--- config.mk ---
export PLATFORM = sky130hd
export DESIGN_NAME = pattern_locator
export DESIGN_NICKNAME = d
export VERILOG_FILES = /design/src/rtl/ploc_pkg.sv /design/src/rtl/ploc_compare_gate.sv /design/src/rtl/ploc_recirc_loop.sv /design/src/rtl/ploc_sequencer.sv /design/src/rtl/pattern_locator.sv
export SDC_FILE = /design/constraint.sdc
export NUM_CORES = 1
export LEC_CHECK = 0
export BUFFER_PORTS_ARGS = -buffer_cell sky130_fd_sc_hd__buf_4
export CAP_MARGIN = 40
export CORE_MARGIN = 3
export CORE_UTILIZATION = 50
export CTS_CLUSTER_DIAMETER = 50
export DETAILED_ROUTE_END_ITERATION = 10
export PLACE_DENSITY = 0.71
export SLEW_MARGIN = 5
export SYNTH_ARGS = -nofsm -noshare
export SYNTH_HDL_FRONTEND = slang
export SYNTH_SLANG_ARGS = --single-unit
--- constraint.sdc ---
create_clock -name clk -period 5 [get_ports clk]
set_clock_uncertainty 0.15 [all_clocks]
set_input_delay 1 -clock clk [delete_from_list [all_inputs] [get_ports clk]]
set_output_delay 1 -clock clk [all_outputs]
set_load 0.005 [all_outputs]
--- src/rtl/ploc_pkg.sv ---
// Package: shared types of the serial pattern locator.
// Assumes: nothing beyond a standard SystemVerilog flow.
package ploc_pkg;

    // Sequencer phase: idle, comparison passes, or flag readout pass.
    typedef enum logic [1:0] {
        ST_IDLE = 2'd0,
        ST_RUN  = 2'd1,
        ST_READ = 2'd2
    } ploc_state_e;

endpackage

--- src/rtl/ploc_compare_gate.sv ---
// Module: agreement gate plus AND with the recirculated candidate flag.
// Holds the last accepted target bit so that one strobe per pass is enough.
// Assumes: tgt_vld_i pulses in the first cycle of each comparison pass.
module ploc_compare_gate (
    input  logic clk,
    input  logic rst_n,
    input  logic data_i,
    input  logic tgt_bit_i,
    input  logic tgt_vld_i,
    input  logic flag_i,
    output logic flag_o
);

    logic tgt_hold_q;
    logic tgt_eff;
    logic agree;

    // Capture the target bit whenever the strobe accepts one.
    always_ff @(posedge clk) begin
        if (!rst_n) begin
            tgt_hold_q <= 1'b1;
        end else if (tgt_vld_i) begin
            tgt_hold_q <= tgt_bit_i;
        end
    end

    // Pick the fresh bit in the strobe cycle, the held bit otherwise.
    always_comb begin
        tgt_eff = tgt_vld_i ? tgt_bit_i : tgt_hold_q;
    end

    // Agreement of data and target, ANDed with the surviving flag.
    always_comb begin
        agree  = ~(data_i ^ tgt_eff);
        flag_o = agree & flag_i;
    end

endmodule

--- src/rtl/ploc_recirc_loop.sv ---
// Module: recirculating flag store of DEPTH single-bit slots.
// The oldest slot is the tap. Load fills all slots with ones in one cycle.
// Assumes: DEPTH >= 2; load takes priority over shift.
module ploc_recirc_loop #(
    parameter int DEPTH = 9
) (
    input  logic clk,
    input  logic rst_n,
    input  logic load_ones_i,
    input  logic shift_i,
    input  logic wr_bit_i,
    output logic tap_o
);

    logic [DEPTH-1:0] slot_q;

    // Stage 0 takes the written bit; every later stage takes its neighbour.
    for (genvar g = 0; g < DEPTH; g++) begin : g_stage
        // One slot of the loop: clear on reset, fill on load, move on shift.
        always_ff @(posedge clk) begin
            if (!rst_n) begin
                slot_q[g] <= 1'b0;
            end else if (load_ones_i) begin
                slot_q[g] <= 1'b1;
            end else if (shift_i) begin
                if (g == 0) begin
                    slot_q[g] <= wr_bit_i;
                end else begin
                    slot_q[g] <= slot_q[(g == 0) ? 0 : g-1];
                end
            end
        end
    end

    // The tap is the slot written DEPTH cycles ago.
    always_comb begin
        tap_o = slot_q[DEPTH-1];
    end

endmodule

--- src/rtl/ploc_sequencer.sv ---
// Module: slot and pass counters plus phase control of the locator.
// A pass lasts N+1 cycles. After m comparison passes, one readout pass of N cycles follows.
// Assumes: start_i has priority over all other activity.
module ploc_sequencer
    import ploc_pkg::*;
#(
    parameter int N  = 8,
    parameter int MW = 5,
    parameter int SW = 4
) (
    input  logic          clk,
    input  logic          rst_n,
    input  logic          start_i,
    input  logic [MW-1:0] m_i,
    output logic          run_o,
    output logic          read_o,
    output logic [SW-1:0] slot_o
);

    localparam logic [SW-1:0] SLOT_LAST = SW'(N);
    localparam logic [SW-1:0] READ_LAST = SW'(N - 1);
    localparam logic [MW-1:0] PASS_ONE  = MW'(1);

    ploc_state_e   st_q;
    logic [SW-1:0] slot_q;
    logic [MW-1:0] pass_q;
    logic [MW-1:0] mlen_q;

    // Advance slot and pass counters and step between the phases.
    always_ff @(posedge clk) begin
        if (!rst_n) begin
            st_q   <= ST_IDLE;
            slot_q <= '0;
            pass_q <= '0;
            mlen_q <= '0;
        end else if (start_i) begin
            mlen_q <= m_i;
            pass_q <= '0;
            slot_q <= '0;
            st_q   <= (m_i == '0) ? ST_READ : ST_RUN;
        end else begin
            case (st_q)
                ST_RUN: begin
                    if (slot_q == SLOT_LAST) begin
                        slot_q <= '0;
                        pass_q <= pass_q + PASS_ONE;
                        if ((pass_q + PASS_ONE) == mlen_q) begin
                            st_q <= ST_READ;
                        end
                    end else begin
                        slot_q <= slot_q + 1'b1;
                    end
                end
                ST_READ: begin
                    if (slot_q == READ_LAST) begin
                        slot_q <= '0;
                        st_q   <= ST_IDLE;
                    end else begin
                        slot_q <= slot_q + 1'b1;
                    end
                end
                default: begin
                    slot_q <= '0;
                end
            endcase
        end
    end

    // Decode the phase for the datapath.
    always_comb begin
        run_o  = (st_q == ST_RUN);
        read_o = (st_q == ST_READ);
        slot_o = slot_q;
    end

endmodule

--- src/rtl/pattern_locator.sv ---
// Module: top of the recirculating serial pattern locator.
// One agreement gate and one AND gate feed an (N+1)-slot flag loop, and a sequencer times the passes and the readout.
// Assumes: data replayed with bit c mod N in cycle c after start, and one target strobe per pass.
module pattern_locator #(
    parameter  int N    = 8,
    parameter  int MAXM = 16,
    localparam int MW   = $clog2(MAXM + 1),
    localparam int SW   = $clog2(N + 1)
) (
    input  logic          clk,
    input  logic          rst_n,
    input  logic          start_i,
    input  logic [MW-1:0] m_i,
    input  logic          data_i,
    input  logic          tgt_bit_i,
    input  logic          tgt_vld_i,
    output logic          match_o,
    output logic          match_vld_o,
    output logic          done_o,
    output logic [SW-1:0] slot_o
);

    logic          run;
    logic          read;
    logic [SW-1:0] slot;
    logic          tap;
    logic          gate_flag;
    logic          wr_bit;
    logic          shift;

    ploc_sequencer #(.N(N), .MW(MW), .SW(SW)) u_seq (
        .clk     (clk),
        .rst_n   (rst_n),
        .start_i (start_i),
        .m_i     (m_i),
        .run_o   (run),
        .read_o  (read),
        .slot_o  (slot)
    );

    ploc_compare_gate u_gate (
        .clk       (clk),
        .rst_n     (rst_n),
        .data_i    (data_i),
        .tgt_bit_i (tgt_bit_i),
        .tgt_vld_i (tgt_vld_i),
        .flag_i    (tap),
        .flag_o    (gate_flag)
    );

    ploc_recirc_loop #(.DEPTH(N + 1)) u_loop (
        .clk         (clk),
        .rst_n       (rst_n),
        .load_ones_i (start_i),
        .shift_i     (shift),
        .wr_bit_i    (wr_bit),
        .tap_o       (tap)
    );

    // Comparison passes write the gated flag; the readout pass recirculates it unchanged.
    always_comb begin
        shift  = run | read;
        wr_bit = run ? gate_flag : tap;
    end

    // Present the readout stream.
    always_comb begin
        match_vld_o = read;
        match_o     = read & tap;
        done_o      = read && (slot == '0);
        slot_o      = slot;
    end

endmodule

# Word-level counts from Yosys, hierarchy flattened
# Index checks and enable logic that the tools add are counted.
# totals
ff_bits	26
input_bits	11
output_inout_bits	7
wordCells	67
# op_classes
add_sub_neg	2
eq_ne	8
n_mux	29
bitwise	6
n_reduce_logical	8
# op_table
cell	n
1-bit 2-to-1 mux	20
2-bit 2-to-1 mux	5
3-bit by 2-bit inequality test with 1-bit output, second input constant	3
4-bit 2-to-1 mux	2
4-bit case mux with 2 select lines	1
5-bit by 1-bit adder with 5-bit output, second input constant	1
5-bit == test	1
5-bit logical NOT	1
4-bit by 1-bit adder with 4-bit output, second input constant	1
4-bit by 3-bit == test with 1-bit output, second input constant	1
4-bit == test, second input constant	1
4-bit logical NOT	1
2-bit case mux with 2 select lines	1
4-bit AND reduction	1
3-bit nonzero test	1
1-bit AND	2
2-bit by 1-bit == test with 1-bit output, second input constant	1
2-bit == test, second input constant	1
1-bit inverter	2
2-bit AND reduction	1
2-bit nonzero test	1
2-bit OR reduction	1
1-bit logical AND	1
1-bit bitwise OR	1
1-bit XOR	1

# Logic depth before layout (Yosys ltp)
# logic_depth
ltp_word	7
ltp_mapped	8
mapped_depth_nobuf	7

# By module
# Synthesis repeated with hierarchy kept, for this count alone.
# hier_totals
hier_cells	128
hier_area_um2	1332.5
# by_module_without_submodules
mod	n_inst	cells_per_inst	area_each_um2	seq_area_each_um2
ploc_sequencer	1	87	840.8	320.3
ploc_recirc_loop	1	30	401.6	180.2
ploc_compare_gate	1	6	53.8	20.0
pattern_locator	1	5	36.3	0.0

# Least setup slack after synthesis
# No wires, ideal clock.
# synth_path
path_kind	input -> register
from	in start_i
to	reg u_seq.slot_q[0], in the netlist u_seq.slot_o[0]
setup_time_ns	0.078
t_arrival_ns	1.974
required_ns	4.772
path_slack_ns	2.799
cell_stages	5
n_path_buf	1
path_cell_list	buf_2 > inv_2 > nand2_1 > or3_1 > nor3_1
# synth_via
elab_chain_cells	1
# synth_rtl
item	line	rtl
start, declared	pattern_locator.sv:12	input logic start_i,
2-bit OR reduction (no source line)	n/a	
end signal, assigned	ploc_sequencer.sv:51	slot_q <= slot_q + 1'b1;
end signal, assigned	ploc_sequencer.sv:59	slot_q <= slot_q + 1'b1;
end, declared	ploc_sequencer.sv:25	logic [SW-1:0] slot_q;
# No other way between the ends.
# A chain may end at the register's enable or synchronous reset.

# Final worst setup path
# layout_path
from	reg u_seq.st_q[0]
to	out done_o
# layout_via
elab_chain_cells	2
# layout_rtl
item	line	rtl
start, declared	ploc_sequencer.sv:24	ploc_state_e st_q;
start signal, assigned	ploc_sequencer.sv:40	st_q <= (m_i == '0) ? ST_READ : ST_RUN;
2-bit == test	ploc_sequencer.sv:72	read_o = (st_q == ST_READ);
1-bit logical AND	pattern_locator.sv:70	done_o = read && (slot == '0);
end, declared	pattern_locator.sv:19	output logic done_o,
# No other way between the ends.

==> results.txt <==
The number of pins with negative max-slew slack in the final report came out at 0. Of all cell types, the one taking the most synthesized area is sky130_fd_sc_hd__dfxtp_1. The type of the setup path with the least slack is flop to output port. The final hold violation count is 0.

The gate count after technology mapping came out at ~140. From synthesis to final layout, the design area changed by 14.5%. The count of yosys warnings during synthesis is 0. The mean routed wirelength per cell is 13.0 µm. The transition time at the pin with the least slew margin is between 500 and 600 ps. The normalized max-slew margin is 0.649. The number of levels in the clock H-tree came out at 1. The launching element type of the critical path is a flop. The share of the synthesized area in the top cell type is 0.408. The initial antenna violation count came out at 0. The die covers between 0.003 and 0.004 mm². The clock transition at the register clock pins on the worst setup and hold paths after CTS is about 140 ps.

The number of CTS-inserted buffers came out at 3. STA classifies the critical path endpoint as an output port. The endpoint of the worst setup timing path is done_o.

At the later pin of the worst-skew pair, clock insertion delay measures 320 ps. Setup repair after global routing left no endpoint under its margin. The pin count of the biggest net entering global routing came out at 17.

In this run the remaining antenna-violating nets after routing total 0. In this run the clock root is driven by a sky130_fd_sc_hd__clkbuf_4. Post-CTS timing repair inserted 0 buffers for setup. The total vias in the final route came out at roughly 1,000.

In the final layout, flip-flops and latches occupy around 520 µm². Buffers inserted to repair hold after CTS numbered 0. The final clock period utilization by the worst path came out at 0.517. The post-synthesis sequential element count came out at 26. The count of different cell masters after synthesis came out at 33. The launch instance of the worst register-to-register path is u_seq.pass_q[0]. The area of the mapped netlist is 0.00128 mm².

The first detailed-routing pass took 4 iterations. The most critical setup path has its startpoint at u_seq.st_q[0]. The kind of path behind the tightest hold check is flop to flop. The number of global-route vias before repair is 938. The worst register-to-register path has a depth of 6. The maximum ir drop on the vdd rail is roughly 0.22 mV. The flow ran to the end, and the final reports show no timing, DRC or antenna violations. The total negative setup slack came out at 0 ps. The count of final setup violators is 0. The die outline width came out at approximately 57 µm. The total instance count after detailed placement is between 150 and 200. The part of the Yosys area used for sequential elements came out at 0.408. The power density over the cells is approximately 280 mW/mm².

The number of antenna cells inserted is 0. The first global-routing pass estimated 4.00 mm of wire. STA puts the critical path data required time at 3850 ps. The analysis attributes to cell leakage a power of ~0.63 nW. The die is around 57 µm tall.

The standard cell core area is about 0.0023 mm². The maximum buffer depth of the clock tree is 2. The slack of the worst reg-to-reg path is 3080 ps. The detailed placement HPWL is 1.77 mm. The overall overflow remaining after global route is 0. The site row count is 17. The detailed router finished its first iteration with 15 violations. Post-CTS repair changed the size of 0 cells. The remaining routing DRC violations is 0.

Along the worst path, the maximum fanout reaches 8. The number of top-level design ports is 18. By area the synthesized netlist is led by sky130_fd_sc_hd__dfxtp_1 41%, sky130_fd_sc_hd__mux2i_1 13%, sky130_fd_sc_hd__a21oi_1 6.3%.

The total of max-cap violations is 0. Across all hold checks on the routed design, the worst slack comes to around 360 ps. Summed over all layers, the routed wires come to approximately 2.4 mm. The synthesized area divided by synthesized cell count came out at ~9.2 µm².

The share of layout cells above drive strength 1 is 0.175. The routability congestion estimate from global placement came out at 0.789. The overall fraction of global-route tracks in use is 0.153. TritonCTS built the clock tree.

The maximum clock frequency came out at around 390 MHz. The non-filler instance count after layout is around 180. The number of fillers in the final layout is 206.

Port buffering added 17 buffers. The final critical delay including setup and external delays came out at ~2600 ps. The worst endpoint data arrival time came out at 1430 ps.

The critical register-to-register path endpoint is u_seq.st_q[1]. For this configuration, the core starts out at a cell density of 0.550. The via density per instance came out at 5.47.

The synthesized netlist net count came out at 154. The net count of the finished layout is approximately 170. For this design, the sink count on the clock tree is 26. In the final layout, the multi-input gates occupy a little under 700 µm².
-- cell type report --
cell class,instances,share of cell area
tap,28,0.0240
sequential,26,0.356
timing repair buffer,17,0.0873
clock inverter,1,0.0205
inverter,9,0.0231
multi-input combinational,98,0.473
clock buffer,3,0.0154
-- placed cells by master, fill, tap and decap left out, drive strengths merged, types with 2 or more instances in the layout --
| cell type | n |
|---|---|
| xnor2 | 6 |
| nor3 | 4 |
| clkbuf | 3 |
| xor2 | 4 |
| nand3b | 2 |
| nor2 | 13 |
| dfxtp | 26 |
| and4bb | 2 |
| buf | 17 |
| a41oi | 2 |
| mux2i | 16 |
| nand2 | 6 |
| or3 | 3 |
| ha | 5 |
| inv | 9 |
| or2 | 2 |
| nand3 | 3 |
| o21ai | 5 |
| a21oi | 16 |
-- report_power, final --
| group | internal, mW | switching, mW | total (mW) |
|---|---|---|---|
| Sequential | 0.217 | 0.00576 | 0.223 |
| Combinational | 0.0211 | 0.0214 | 0.0424 |
| Clock | 0.0811 | 0.0605 | 0.142 |
-- metrics by stage --
step | area, µm² | setup WS [ps] | util | total power [mW]
after floorplan | 1280 | 2800 | - | 0.256
after global placement | 1410 | 2720 | 0.608 | 0.268
after detailed placement | 1410 | 2640 | 0.608 | 0.270
after CTS | 1460 | 2410 | 0.630 | 0.412
after global routing | 1460 | 2340 | 0.630 | 0.425
final | 1460 | 2420 | 0.630 | 0.407
-- logic make-up (layout without fill, tap and decap cells) --
| logic type | Yosys count | after routing | synth area share |
|---|---|---|---|
| muxes | 16 | 16 | 0.125 |
| AOI/OAI and AO/OA | 29 | 29 | 0.134 |
| buffers and inverters | 14 | 30 | 0.0500 |
| xor gates and xnor gates | 10 | 10 | 0.0686 |
| and+or+nand+nor | 38 | 38 | 0.165 |
| adders and majority gates | 5 | 5 | 0.0490 |
| DFF | 26 | 26 | 0.408 |
-- how the worst min path moves through the flow --
stage / startpoint / to / slack (ps) / cells after the start
finish: u_gate.tgt_hold_q / u_gate.tgt_hold_q / 360 / 2
global route: u_gate.tgt_hold_q / u_gate.tgt_hold_q / 420 / 2
CTS: u_gate.tgt_hold_q / u_gate.tgt_hold_q / 370 / 2
detailed placement: u_gate.tgt_hold_q / u_gate.tgt_hold_q / 340 / 2
global placement: u_gate.tgt_hold_q / u_gate.tgt_hold_q / 330 / 2
floorplan: u_gate.tgt_hold_q / u_gate.tgt_hold_q / 300 / 2
-- metal layers --
metal,GRT usage,vias up,wire length [µm]
met5,0,-,0
met4,0.0610,0,42
met3,0.0230,5,137
met2,0.252,26,1060
met1,0.199,454,1120
li1,-,510,-
-- cells in the mapped netlist (all sizes together) --
cell type  instances
nand3b             2
or2                2
nor3b              1
nor3               4
a21oi             16
nor2              13
or3                3
a221oi             1
inv                9
o211ai             1
o21ai              5
clkbuf             2
nand2              6
xor2               4
xnor2              6
o21ba              1
o22ai              1
a41o               1
and4bb             2
and2               1
a41oi              2
nand3              3
nor2b              1
dfxtp             26
a31oi              1
mux2i             16
buf                3
ha                 5
-- critical path, cell delays in order (launching register included) --
cell                       delay [ps]
sky130_fd_sc_hd__dfxtp_1          390
sky130_fd_sc_hd__inv_1             60
sky130_fd_sc_hd__ha_1             280
sky130_fd_sc_hd__and4bb_2         250
sky130_fd_sc_hd__buf_4            130
-- state kept, by name, summed over array words and instances, names as in the netlist --
register and flops:
u_gate.tgt_hold_q 1, u_seq.st_q 2, u_loop.tap_o 1, u_loop.slot_q 8
u_seq.mlen_q 5, u_seq.slot_o 4, u_seq.pass_q 5
Note: power is estimated with default switching activity, not from simulation.
